File: src/rtl/smb_slave_pkg.sv
`timescale 1ns/1ps
package smb_slave_pkg;
    localparam int BYTE_W = 8;
    localparam int BIT_CNT_W = 4;

    localparam logic [BYTE_W-1:0] REG_ROUTE = 8'h00;
    localparam logic [BYTE_W-1:0] REG_CTRL  = 8'h03;
    localparam logic [BYTE_W-1:0] REG_LINK  = 8'h04;

    typedef enum logic [3:0] {
        PH_IDLE,
        PH_ADDR,
        PH_ADDR_ACK,
        PH_PTR,
        PH_PTR_ACK,
        PH_WDATA,
        PH_WDATA_ACK,
        PH_TX,
        PH_TX_ACK,
        PH_IGNORE
    } phase_e;
endpackage

File: src/rtl/smb_line_sync.sv
`timescale 1ns/1ps
module smb_line_sync #(
    parameter int SYNC_STAGES = 2
) (
    input  logic clk,
    input  logic rst_n,
    input  logic scl_in,
    input  logic sda_in,
    output logic scl_lvl,
    output logic sda_lvl,
    output logic scl_rise,
    output logic scl_fall,
    output logic start_evt,
    output logic stop_evt
);
    localparam int PIPE_W = SYNC_STAGES + 1;

    logic [PIPE_W-1:0] scl_pipe_d, scl_pipe_q;
    logic [PIPE_W-1:0] sda_pipe_d, sda_pipe_q;

    always_comb begin
        scl_pipe_d = {scl_pipe_q[PIPE_W-2:0], scl_in};
        sda_pipe_d = {sda_pipe_q[PIPE_W-2:0], sda_in};
    end

    always_ff @(posedge clk or negedge rst_n) begin
        if (!rst_n) begin
            scl_pipe_q <= '1;
            sda_pipe_q <= '1;
        end else begin
            scl_pipe_q <= scl_pipe_d;
            sda_pipe_q <= sda_pipe_d;
        end
    end

    logic scl_prev, sda_prev;
    assign scl_lvl  = scl_pipe_q[PIPE_W-2];
    assign sda_lvl  = sda_pipe_q[PIPE_W-2];
    assign scl_prev = scl_pipe_q[PIPE_W-1];
    assign sda_prev = sda_pipe_q[PIPE_W-1];

    assign scl_rise  = scl_lvl & ~scl_prev;
    assign scl_fall  = ~scl_lvl & scl_prev;
    assign start_evt = scl_lvl & scl_prev & sda_prev & ~sda_lvl;
    assign stop_evt  = scl_lvl & scl_prev & ~sda_prev & sda_lvl;
endmodule

File: src/rtl/smb_regbank.sv
`timescale 1ns/1ps
module smb_regbank
    import smb_slave_pkg::*;
#(
    parameter int N_OUT = 4,
    localparam int SEL_W = $clog2(N_OUT),
    localparam int ROUTE_W = N_OUT * SEL_W
) (
    input  logic              clk,
    input  logic              rst_n,
    input  logic              clear,
    input  logic              wr_en,
    input  logic [BYTE_W-1:0] wr_addr,
    input  logic [BYTE_W-1:0] wr_data,
    input  logic [BYTE_W-1:0] rd_addr,
    input  logic [N_OUT-1:0]  link_ok,
    output logic [ROUTE_W-1:0] route_q,
    output logic [BYTE_W-1:0] ctrl_q,
    output logic [BYTE_W-1:0] rd_data
);
    localparam logic [BYTE_W-1:0] CTRL_DEF = BYTE_W'((1 << N_OUT) - 1);

    typedef struct packed {
        logic [ROUTE_W-1:0] route;
        logic [BYTE_W-1:0]  ctrl;
    } bank_t;

    bank_t b_d, b_q;

    always_comb begin
        b_d = b_q;
        if (clear) begin
            b_d.route = '0;
            b_d.ctrl  = CTRL_DEF;
        end else if (wr_en) begin
            if (wr_addr == REG_ROUTE) b_d.route = wr_data[ROUTE_W-1:0];
            if (wr_addr == REG_CTRL)  b_d.ctrl  = wr_data;
        end
    end

    always_ff @(posedge clk or negedge rst_n) begin
        if (!rst_n) begin
            b_q.route <= '0;
            b_q.ctrl  <= CTRL_DEF;
        end else begin
            b_q <= b_d;
        end
    end

    logic [BYTE_W-1:0] link_byte, route_byte;
    for (genvar i = 0; i < BYTE_W; i++) begin : g_pad
        if (i < N_OUT) begin : g_link
            assign link_byte[i] = link_ok[i];
        end else begin : g_link_rsvd
            assign link_byte[i] = 1'b0;
        end
        if (i < ROUTE_W) begin : g_route
            assign route_byte[i] = b_q.route[i];
        end else begin : g_route_rsvd
            assign route_byte[i] = 1'b0;
        end
    end

    always_comb begin
        unique case (rd_addr)
            REG_ROUTE: rd_data = route_byte;
            REG_CTRL:  rd_data = b_q.ctrl;
            REG_LINK:  rd_data = link_byte;
            default:   rd_data = '0;
        endcase
    end

    assign route_q = b_q.route;
    assign ctrl_q  = b_q.ctrl;
endmodule

File: src/rtl/smb_reg_slave.sv
`timescale 1ns/1ps
module smb_reg_slave
    import smb_slave_pkg::*;
#(
    parameter int          N_OUT       = 4,
    parameter logic [2:0]  FIXED_HI    = 3'b101,
    parameter int          TIMEOUT_CYC = 6_000_000,
    parameter int          SYNC_STAGES = 2,
    localparam int         ROUTE_W     = N_OUT * $clog2(N_OUT)
) (
    input  logic               clk,
    input  logic               rst_n,
    input  logic               bus_mode_en,
    input  logic               scl_in,
    input  logic               sda_in,
    input  logic [3:0]         strap_addr,
    input  logic [N_OUT-1:0]   link_ok,
    output logic               sda_drive,
    output logic [ROUTE_W-1:0] route_cfg,
    output logic [BYTE_W-1:0]  ctrl_cfg
);
    localparam int TO_W = $clog2(TIMEOUT_CYC + 1);
    localparam logic [TO_W-1:0] TO_LAST = TO_W'(TIMEOUT_CYC - 1);

    typedef struct packed {
        phase_e                 phase;
        logic [BYTE_W-1:0]      shreg;
        logic [BIT_CNT_W-1:0]   bit_cnt;
        logic [BYTE_W-1:0]      ptr;
        logic                   rd_dir;
        logic                   host_nack;
        logic [TO_W-1:0]        low_cnt;
        logic                   mode;
    } slave_t;

    slave_t s_d, s_q;

    logic scl_lvl, sda_lvl, scl_rise, scl_fall, start_evt, stop_evt;
    logic wr_en, clear;
    logic [BYTE_W-1:0] rd_data;
    logic addr_hit;
    logic mode_seen;

    smb_line_sync #(.SYNC_STAGES(SYNC_STAGES)) u_sync (
        .clk       (clk),
        .rst_n     (rst_n),
        .scl_in    (scl_in),
        .sda_in    (sda_in),
        .scl_lvl   (scl_lvl),
        .sda_lvl   (sda_lvl),
        .scl_rise  (scl_rise),
        .scl_fall  (scl_fall),
        .start_evt (start_evt),
        .stop_evt  (stop_evt)
    );

    smb_regbank #(.N_OUT(N_OUT)) u_bank (
        .clk     (clk),
        .rst_n   (rst_n),
        .clear   (clear),
        .wr_en   (wr_en),
        .wr_addr (s_q.ptr),
        .wr_data (s_q.shreg),
        .rd_addr (s_q.ptr),
        .link_ok (link_ok),
        .route_q (route_cfg),
        .ctrl_q  (ctrl_cfg),
        .rd_data (rd_data)
    );

    assign addr_hit  = (s_q.shreg[BYTE_W-1:1] == {FIXED_HI, strap_addr});
    assign clear     = (bus_mode_en != s_q.mode);
    assign mode_seen = s_q.mode;

    always_comb begin
        s_d      = s_q;
        wr_en    = 1'b0;
        s_d.mode = bus_mode_en;

        unique case (s_q.phase)
            PH_ADDR, PH_PTR, PH_WDATA: begin
                if (scl_rise) begin
                    s_d.shreg   = {s_q.shreg[BYTE_W-2:0], sda_lvl};
                    s_d.bit_cnt = s_q.bit_cnt + 1'b1;
                end else if (scl_fall && s_q.bit_cnt == BIT_CNT_W'(BYTE_W)) begin
                    s_d.bit_cnt = '0;
                    if (s_q.phase == PH_ADDR) begin
                        if (addr_hit) begin
                            s_d.rd_dir = s_q.shreg[0];
                            s_d.phase  = PH_ADDR_ACK;
                        end else begin
                            s_d.phase  = PH_IGNORE;
                        end
                    end else if (s_q.phase == PH_PTR) begin
                        s_d.ptr   = s_q.shreg;
                        s_d.phase = PH_PTR_ACK;
                    end else begin
                        wr_en     = 1'b1;
                        s_d.phase = PH_WDATA_ACK;
                    end
                end
            end
            PH_ADDR_ACK: begin
                if (scl_fall) begin
                    s_d.bit_cnt = '0;
                    if (s_q.rd_dir) begin
                        s_d.shreg = rd_data;
                        s_d.phase = PH_TX;
                    end else begin
                        s_d.phase = PH_PTR;
                    end
                end
            end
            PH_PTR_ACK: begin
                if (scl_fall) s_d.phase = PH_WDATA;
            end
            PH_WDATA_ACK: begin
                if (scl_fall) s_d.phase = PH_IGNORE;
            end
            PH_TX: begin
                if (scl_fall) begin
                    s_d.shreg   = {s_q.shreg[BYTE_W-2:0], 1'b0};
                    s_d.bit_cnt = s_q.bit_cnt + 1'b1;
                    if (s_q.bit_cnt == BIT_CNT_W'(BYTE_W - 1)) begin
                        s_d.bit_cnt = '0;
                        s_d.phase   = PH_TX_ACK;
                    end
                end
            end
            PH_TX_ACK: begin
                if (scl_rise) s_d.host_nack = sda_lvl;
                if (scl_fall) begin
                    if (s_q.host_nack) begin
                        s_d.phase = PH_IGNORE;
                    end else begin
                        s_d.shreg = rd_data;
                        s_d.phase = PH_TX;
                    end
                end
            end
            default: ;
        endcase

        if (start_evt) begin
            s_d.phase   = PH_ADDR;
            s_d.bit_cnt = '0;
        end else if (stop_evt) begin
            s_d.phase = PH_IDLE;
        end

        if (!scl_lvl && s_q.phase != PH_IDLE) begin
            if (s_q.low_cnt == TO_LAST) begin
                s_d.low_cnt = '0;
                s_d.phase   = PH_IDLE;
            end else begin
                s_d.low_cnt = s_q.low_cnt + 1'b1;
            end
        end else begin
            s_d.low_cnt = '0;
        end

        if (!bus_mode_en) begin
            s_d.phase   = PH_IDLE;
            s_d.bit_cnt = '0;
        end
    end

    always_ff @(posedge clk or negedge rst_n) begin
        if (!rst_n) begin
            s_q.phase     <= PH_IDLE;
            s_q.shreg     <= '0;
            s_q.bit_cnt   <= '0;
            s_q.ptr       <= '0;
            s_q.rd_dir    <= 1'b0;
            s_q.host_nack <= 1'b1;
            s_q.low_cnt   <= '0;
            s_q.mode      <= 1'b0;
        end else begin
            s_q <= s_d;
        end
    end

    always_comb begin
        unique case (s_q.phase)
            PH_ADDR_ACK, PH_PTR_ACK, PH_WDATA_ACK: sda_drive = 1'b1;
            PH_TX:                                 sda_drive = ~s_q.shreg[BYTE_W-1];
            default:                               sda_drive = 1'b0;
        endcase
    end
endmodule

File: config.mk
export PLATFORM = sky130hd
export DESIGN_NAME = smb_reg_slave
export DESIGN_NICKNAME = d
export VERILOG_FILES = /design/src/rtl/smb_slave_pkg.sv /design/src/rtl/smb_line_sync.sv /design/src/rtl/smb_regbank.sv /design/src/rtl/smb_reg_slave.sv
export SDC_FILE = /design/constraint.sdc
export NUM_CORES = 1
export LEC_CHECK = 0
export ABC_AREA = 1
export ABC_CLOCK_PERIOD_IN_PS = 2200
export BUFFER_PORTS_ARGS = -buffer_cell sky130_fd_sc_hd__buf_2
export CORE_ASPECT_RATIO = 0.75
export CORE_MARGIN = 1.5
export CORE_UTILIZATION = 60
export CTS_BUF_LIST = sky130_fd_sc_hd__clkbuf_16
export CTS_CLUSTER_SIZE = 28
export DETAILED_ROUTE_END_ITERATION = 6
export MAX_ROUTING_LAYER = met4
export PLACE_DENSITY = 0.79
export SLEW_MARGIN = 20
export SYNTH_ARGS = -nofsm -noshare
export SYNTH_HDL_FRONTEND = slang
export SYNTH_HIERARCHICAL = 1
export SYNTH_SLANG_ARGS = --single-unit
File: constraint.sdc
create_clock -name clk -period 2.2 [get_ports clk]
set_input_delay 0.33 -clock clk [delete_from_list [all_inputs] [get_ports clk]]
set_output_delay 0.33 -clock clk [all_outputs]
set_load 0.005 [all_outputs]
==> metrics.txt, run 1 <==
# TYPE chip_impl_metric gauge
chip_impl_metric{name="finalMaxSlewViolations",unit=""} 0
chip_impl_metric{name="met1_layer_wirelength_in_the_final_routing",unit="um"} 4555
chip_impl_metric{name="utilization",unit="%"} 72.31
chip_impl_metric{name="timing.slew.headroom",unit="%"} 61.87
chip_impl_metric{name="design.die.area",unit="um2"} 7391
chip_impl_metric{name="postCtsResizedCells",unit=""} 0
chip_impl_metric{name="firstDrtPassIters",unit=""} 5
chip_impl_metric{name="arrival",unit="ns"} 2.23
chip_impl_metric{name="clkSinkCount",unit=""} 72
chip_impl_metric{name="finalHoldViolCount",unit=""} 0
chip_impl_info{name="postSynth.topFlopCell",value="dfrtp_1"} 1
chip_impl_metric{name="ys_warn_count",unit=""} 6
chip_impl_metric{name="count_of_flip_flops_with_a_built_in_enable_after_synthesis",unit=""} 0
chip_impl_metric{name="synth_fp_nets",unit=""} 558
chip_impl_metric{name="finalNonFillerCells",unit=""} 667
chip_impl_metric{name="clock-skew-final",unit="ns"} 0.006299
chip_impl_metric{name="die_ht",unit="um"} 74.83
chip_impl_info{name="critPathLaunch",value="u_sync/scl_pipe_q[1]"} 1
chip_impl_metric{name="route.detailed.drc",unit=""} 0
chip_impl_metric{name="port_buffers",unit=""} 29
chip_impl_metric{name="antenna_violations_before_repair",unit=""} 0
chip_impl_metric{name="drive_above_1_share",unit="%"} 18.26
chip_impl_info{name="r2r_start",value="u_sync/scl_pipe_q[1]"} 1
chip_impl_info{name="setup.worst_path.start_class",value="register"} 1
chip_impl_metric{name="synth.yosys.seq_area_share",unit="%"} 43.98
chip_impl_metric{name="setup_tns",unit="ns"} 0
chip_impl_metric{name="ys_async_sr_fraction",unit="%"} 100.0
chip_impl_metric{name="overall_via_count_from_detail_route",unit=""} 3862
chip_impl_metric{name="required_time_of_the_worst_setup_path",unit="ns"} 2.41
chip_impl_metric{name="reg2reg_slack",unit="ns"} 0.17
chip_impl_metric{name="met2WireLength",unit="um"} 4871
chip_impl_metric{name="cts.path.max_buffers",unit=""} 2
chip_impl_metric{name="starting_density_of_the_core",unit="%"} 63.75
chip_impl_metric{name="grt_overflow",unit=""} 0
chip_impl_metric{name="core_region_area",unit="um2"} 6475
chip_impl_metric{name="synth.ff_latch_count",unit=""} 72
chip_impl_metric{name="wire_per_inst",unit="um"} 15.54
chip_impl_metric{name="track_usage",unit="%"} 31.08
chip_impl_metric{name="count_of_boundary_i_o_pins",unit=""} 30
chip_impl_metric{name="max-vdd-ir-drop",unit="uV"} 533.1
chip_impl_metric{name="power_leakage",unit="nW"} 2.270
chip_impl_metric{name="wire_length_of_the_first_global_routing_pass",unit="um"} 17050
chip_impl_metric{name="synth_area_per_cell",unit="um2"} 7.616
chip_impl_metric{name="pre_cts_ws",unit="ns"} 0.2494
chip_impl_info{name="highest_layer",value="met4"} 1
chip_impl_info{name="cp_slowest_cell",value="dfstp_2"} 1
chip_impl_metric{name="areal_power_density_over_the_cells",unit="nW/um2"} 896.2
chip_impl_metric{name="final_nets",unit=""} 597
chip_impl_metric{name="wl_met3",unit="um"} 723
chip_impl_metric{name="cts_buffer_count",unit=""} 9
chip_impl_metric{name="dpl.hpwl",unit="um"} 7378
chip_impl_info{name="worstSetupEndpointType",value="register"} 1
chip_impl_metric{name="worst_skew_pair.late_latency",unit="ns"} 0.33
chip_impl_metric{name="antenna-diode-count",unit=""} 0
chip_impl_info{name="cts_tree",value="done"} 1
chip_impl_metric{name="detail_route.iter0.violations",unit=""} 344
chip_impl_metric{name="fin_ws",unit="ns"} 0.1747
chip_impl_metric{name="final.hold.worst_slack",unit="ns"} 0.006057
chip_impl_info{name="outcome",value="finished clean"} 1
chip_impl_metric{name="postCtsHoldBufs",unit=""} 0
chip_impl_metric{name="antenna_left",unit=""} 0
chip_impl_info{name="hold_class",value="primary input to async pin"} 1
chip_impl_info{name="post_synth_main_area_contributors",value="dfrtp_1, nand2_1, nand3_1"} 1
chip_impl_metric{name="mappedNetlistArea",unit="um2"} 4128
chip_impl_metric{name="max_cap_viol_count",unit=""} 0
chip_impl_info{name="timing_worst_setup_path_type",value="register to register"} 1
chip_impl_info{name="cp_common_cell",value="inv_1"} 1
chip_impl_metric{name="timing.critical_path.fanout_max",unit=""} 5
chip_impl_metric{name="vias_per_cell",unit=""} 5.790
chip_impl_metric{name="fmaxAchievable",unit="GHz"} 0.4938
chip_impl_metric{name="synthDominantCellAreaShare",unit="%"} 36.98
chip_impl_metric{name="crit_path_max_incr_delay",unit="ns"} 0.58
chip_impl_metric{name="grt_max_degree",unit=""} 73
chip_impl_metric{name="number_of_fill_cells_in_the_layout",unit=""} 533
chip_impl_metric{name="ctsHtreeMaxLevel",unit=""} 3
chip_impl_metric{name="post-place-cells",unit=""} 651
chip_impl_metric{name="layout_worst_path_cycle_share",unit="%"} 92.06
chip_impl_info{name="cell_taking_the_most_area_after_synthesis",value="dfrtp_1"} 1
chip_impl_metric{name="gpl.final_weighted_congestion",unit=""} 0.9490
chip_impl_metric{name="fp.dieW",unit="um"} 98.78
chip_impl_metric{name="postSynthCellCount",unit=""} 542
chip_impl_metric{name="wirelength",unit="um"} 10360
chip_impl_metric{name="post-cts-setup-buffers",unit=""} 0
chip_impl_info{name="grt_setup_unrepaired",value="no"} 1
chip_impl_metric{name="std_cell_rows",unit=""} 25
chip_impl_info{name="worstPathCellList",value="inv_1 > nor2_1 > inv_1 > nand4_1 > buf_4 > nor2_2 > nand2_1 > mux2_1"} 1
chip_impl_metric{name="finalSetupViolations",unit=""} 0
chip_impl_metric{name="grt_pass1_vias",unit=""} 3579
chip_impl_metric{name="layout_min_cycle_time",unit="ns"} 2.025
chip_impl_metric{name="clk_transition_reported_paths",unit="ns"} 0.05
chip_impl_metric{name="max_slew.worst_pin.slew",unit="ns"} 0.5676
chip_impl_metric{name="synthToLayoutAreaGrowth",unit="%"} 13.43
chip_impl_metric{name="synth_cell_type_count",unit=""} 40
chip_impl_info{name="root_buffer",value="clkbuf_16"} 1
[metrics by stage]
step	cell area [um2]	total power, mW
after floorplan	4128	2.473
after global placement	4393	2.733
after detailed placement	4393	2.780
after CTS	4682	4.205
after global routing	4682	4.435
final	4682	4.196
[metal layers]
| layer | global-route usage (%) | vias to the layer above |
|---|---|---|
| li1 | - | 1839 |
| met1 | 40.17 | 1843 |
| met2 | 48.97 | 156 |
| met3 | 8.542 | 24 |
| met4 | 8.571 | 0 |
| met5 | - | - |
[Yosys cell counts, types with 2 or more instances]
master,instances
nand3b_1,2
or2_2,3
dfrtp_1,61
a22oi_1,8
nor2_1,68
o21ai_1,7
buf_6,2
o21ai_2,8
o21ai_0,8
dfstp_2,11
nand3_2,3
a21oi_1,17
nor3_2,4
o22ai_1,2
nand4_1,9
ha_1,3
mux2_1,3
nor3_1,13
inv_2,8
nor2_2,6
inv_1,57
nor2_4,3
nand2_2,4
o211ai_1,3
xor2_1,8
nand3_1,66
nand2_1,134
buf_2,7
nand2_4,3
[cell usage in the layout (no fill, tap or decap), drive strengths merged, types with 2 or more instances in the layout]
cell    Yosys  layout
nand3b      2       2
nand3      70      70
mux2        3       3
o21ai      23      23
nor3       17      17
or2         3       3
o22ai       2       2
a22oi       8       8
inv        65      66
dfrtp      61      61
o211ai      3       3
ha          3       3
buf         9      38
nand2     141     141
a21oi      17      17
nand4       9       9
clkinv      0       4
xor2        8       8
clkbuf      1       9
nor2       78      78
dfstp      11      11
[cell type report]
type	instances	area [um2]	area share [%]
timing repair buffer	38	225.2	4.810
clock buffer	9	225.2	4.810
clock inverter	7	63.81	1.363
multi-input combinational	395	2007	42.86
sequential	72	1815	38.78
inverter	65	244.0	5.211
tap	81	101.3	2.165
[logic make-up (layout without fill, tap and decap cells)]
logic type,Yosys count,after routing,share of synthesized area [%]
AOI/OAI and AO/OA,57,57,8.609
xor gates and xnor gates,9,9,1.910
adders and majority gates,3,3,0.9095
buffers and inverters,75,119,7.396
DFF,72,72,43.98
muxes,3,3,0.8184
and+or+nand+nor,323,323,36.37
[path summary, 6_finish.rpt]
| path | end | depth (start not counted) |
|---|---|---|
| worst max-delay path | s_q[33] | 8 |
| worst min-delay path | s_q[18] | 2 |
| worst max register to register | s_q[33] | 8 |
| worst min register to register | u_sync/sda_pipe_q[1] | 0 |
| max in group asynchronous | u_sync/sda_pipe_q[1] | 2 |
| min in group clk | u_sync/sda_pipe_q[0] | 1 |
[power by group]
part / leakage (nW) / internal (mW) / switching, mW
Combinational: 1.17 / 0.380 / 0.770
Clock: 0.144 / 0.866 / 0.533
Sequential: 0.958 / 1.48 / 0.171
[worst max-delay path: cells and delay by family, from the launching register on]
| kind | cells | cell delay (ns) |
|---|---|---|
| multiplexers | 1 | 0.34 |
| AND/OR/NAND/NOR | 4 | 0.63 |
| flip-flops | 1 | 0.58 |
| buffers and inverters | 3 | 0.35 |
[registers in the layout, indices dropped and copies added, names as in the netlist]
register and cells:
u_bank/route_q 8, u_sync/sda_pipe_q 3, u_sync/scl_pipe_q 3, s_q 49, u_bank/ctrl_q 8, mode_seen 1
(Power assumes the default switching activity.)
==> inputs of run 2 (changes only) <==
- CORE_UTILIZATION: 60 -> 63
- CTS_BUF_LIST: sky130_fd_sc_hd__clkbuf_16 -> sky130_fd_sc_hd__clkbuf_8
- PLACE_DENSITY: 0.79 -> 0.83
==> metrics.txt, run 2 (synthesis gave the netlist of run 1 again) <==
# TYPE chip_impl_metric gauge
chip_impl_info{name="outcome",value="complete, but fails checks"} 1
chip_impl_info{name="violations",value="hold timing"} 1
chip_impl_metric{name="clkSinkCount",unit=""} 72
chip_impl_metric{name="route.detailed.drc",unit=""} 0
chip_impl_info{name="layout.cells.most_common_list",value="nand2_1, nor2_1, nand3_1, dfrtp_1, inv_1"} 1
chip_impl_metric{name="pre_cts_ws",unit="ns"} 0.1271
chip_impl_metric{name="starting_density_of_the_core",unit="%"} 65.33
chip_impl_metric{name="count_of_boundary_i_o_pins",unit=""} 30
chip_impl_metric{name="overall_via_count_from_detail_route",unit=""} 3790
chip_impl_metric{name="drive_above_1_share",unit="%"} 18.66
chip_impl_metric{name="grt_pass1_vias",unit=""} 3445
chip_impl_metric{name="fp.dieW",unit="um"} 96.47
chip_impl_metric{name="grt_overflow",unit=""} 0
chip_impl_metric{name="fmaxAchievable",unit="GHz"} 0.4717
chip_impl_metric{name="core_region_area",unit="um2"} 6319
chip_impl_metric{name="finalMaxSlewViolations",unit=""} 0
chip_impl_info{name="cts_tree",value="done"} 1
chip_impl_metric{name="utilization",unit="%"} 72.32
chip_impl_info{name="grt_setup_unrepaired",value="yes"} 1
chip_impl_metric{name="wirelength",unit="um"} 9631
chip_impl_metric{name="max_cap_viol_count",unit=""} 0
chip_impl_metric{name="power_leakage",unit="nW"} 2.200
chip_impl_metric{name="worst_skew_pair.late_latency",unit="ns"} 0.35
chip_impl_info{name="root_buffer",value="clkbuf_8"} 1
chip_impl_info{name="layout.cells.most_common",value="nand2_1"} 1
chip_impl_metric{name="arrival",unit="ns"} 2.36
chip_impl_metric{name="final.hold.worst_slack",unit="ns"} -0.01787
chip_impl_metric{name="port_buffers",unit=""} 29
chip_impl_metric{name="antenna-diode-count",unit=""} 0
chip_impl_info{name="timing_worst_setup_path_type",value="register to register"} 1
chip_impl_metric{name="max-vdd-ir-drop",unit="uV"} 477.7
chip_impl_metric{name="fin_ws",unit="ns"} 0.07990
chip_impl_metric{name="post-cts-setup-buffers",unit=""} 0
chip_impl_metric{name="antenna_left",unit=""} 0
chip_impl_metric{name="vias_per_cell",unit=""} 5.699
chip_impl_info{name="setup.worst_path.start_class",value="register"} 1
chip_impl_metric{name="areal_power_density_over_the_cells",unit="nW/um2"} 817.7
chip_impl_info{name="worstSetupEndpointType",value="register"} 1
chip_impl_metric{name="grt_max_degree",unit=""} 73
chip_impl_metric{name="firstDrtPassIters",unit=""} 5
chip_impl_metric{name="die_ht",unit="um"} 73.10
chip_impl_metric{name="detail_route.iter0.violations",unit=""} 261
chip_impl_metric{name="number_of_flip_flops_under_the_largest_register_name",unit=""} 49
chip_impl_metric{name="wire_length_of_the_first_global_routing_pass",unit="um"} 15830
chip_impl_metric{name="clk_transition_reported_paths",unit="ns"} 0.08
chip_impl_metric{name="max_slew.worst_pin.slew",unit="ns"} 0.6435
chip_impl_metric{name="clock-skew-final",unit="ns"} 0.008591
chip_impl_metric{name="cts_buffer_count",unit=""} 9
chip_impl_metric{name="finalSetupViolations",unit=""} 0
chip_impl_info{name="hold_class",value="primary input to async pin"} 1
chip_impl_metric{name="cts.path.max_buffers",unit=""} 2
chip_impl_metric{name="timing.slew.headroom",unit="%"} 57.01
chip_impl_metric{name="reg2reg_slack",unit="ns"} 0.08
chip_impl_metric{name="ctsHtreeMaxLevel",unit=""} 3
chip_impl_metric{name="final_nets",unit=""} 595
chip_impl_metric{name="track_usage",unit="%"} 30.46
chip_impl_metric{name="synthToLayoutAreaGrowth",unit="%"} 10.70
chip_impl_metric{name="layout_min_cycle_time",unit="ns"} 2.120
chip_impl_metric{name="finalHoldViolCount",unit=""} 16
chip_impl_metric{name="gpl.final_weighted_congestion",unit=""} 0.9541
chip_impl_metric{name="required_time_of_the_worst_setup_path",unit="ns"} 2.44
chip_impl_metric{name="power",unit="mW"} 3.737
chip_impl_metric{name="layout_worst_path_cycle_share",unit="%"} 96.37
chip_impl_metric{name="timing.critical_path.fanout_max",unit=""} 8
chip_impl_info{name="largest_register",value="s_q"} 1
chip_impl_metric{name="std_cell_rows",unit=""} 25
chip_impl_metric{name="antenna_violations_before_repair",unit=""} 0
chip_impl_metric{name="wire_per_inst",unit="um"} 14.48
chip_impl_metric{name="dpl.hpwl",unit="um"} 7067
chip_impl_metric{name="design.die.area",unit="um2"} 7052
==> run 2: cell type report <==
cell class	count	area, um2
clock buffer	10	137.6
multi-input combinational	395	2017
tap	81	101.3
sequential	72	1815
clock inverter	6	43.79
timing repair buffer	36	210.2
fill	499	1749
inverter	65	244.0
==> run 2: what timing repair did <==
action	4_1_cts	5_1_grt
gates resized for setup	0	3
hold buffers	0	0
setup endpoints to repair	0	9
==> run 2: through the flow <==
stage	instances	setup TNS [ns]	cell area, um2	hold WS [ns]
2_1_floorplan	542	0	4128	0.03441
3_3_place_gp	649	0	4378	0.3455
3_5_place_dp	649	0	4378	0.3479
4_1_cts	665	0	4559	0.005471
5_1_grt	665	-0.01159	4569	0.04169
6_report	665	0	4569	-0.01787
==> run 2: power by group <==
group | total, mW | internal [mW] | switching [mW]
registers | 1.65 | 1.47 | 0.180
logic | 1.12 | 0.379 | 0.745
clock network | 0.960 | 0.441 | 0.519
total | 3.74 | 2.29 | 1.44
==> run 2: layer usage <==
metal	vias to the layer above	part of all wire, %	global-route usage [%]
li1	1841	-	-
met1	1798	46	41.28
met2	132	46	47.09
met3	19	6.6	5.521
met4	0	1.4	8.696
met5	-	0	-
==> run 2: worst max-delay path, stage by stage, from the launching register on <==
cell and delay, ns:
dfstp_2 0.56, inv_1 0.05, nor2_1 0.15, nand4_1 0.33
nor2_2 0.31, nand2_1 0.14, nor2_4 0.15, nand2_2 0.15
nand3_1 0.12, nand2_1 0.05
==> run 2: final timing paths <==
check                                      from  cells after the start              endpoint
min in group clk                         scl_in                      1  u_sync/scl_pipe_q[0]
setup reg to reg           u_sync/scl_pipe_q[2]                      9     u_bank/route_q[2]
max in group asynchronous                 rst_n                      2  u_sync/sda_pipe_q[1]
hold reg to reg            u_sync/scl_pipe_q[0]                      0  u_sync/scl_pipe_q[1]
hold / removal                            rst_n                      2               s_q[47]
setup / recovery           u_sync/scl_pipe_q[2]                      9     u_bank/route_q[2]
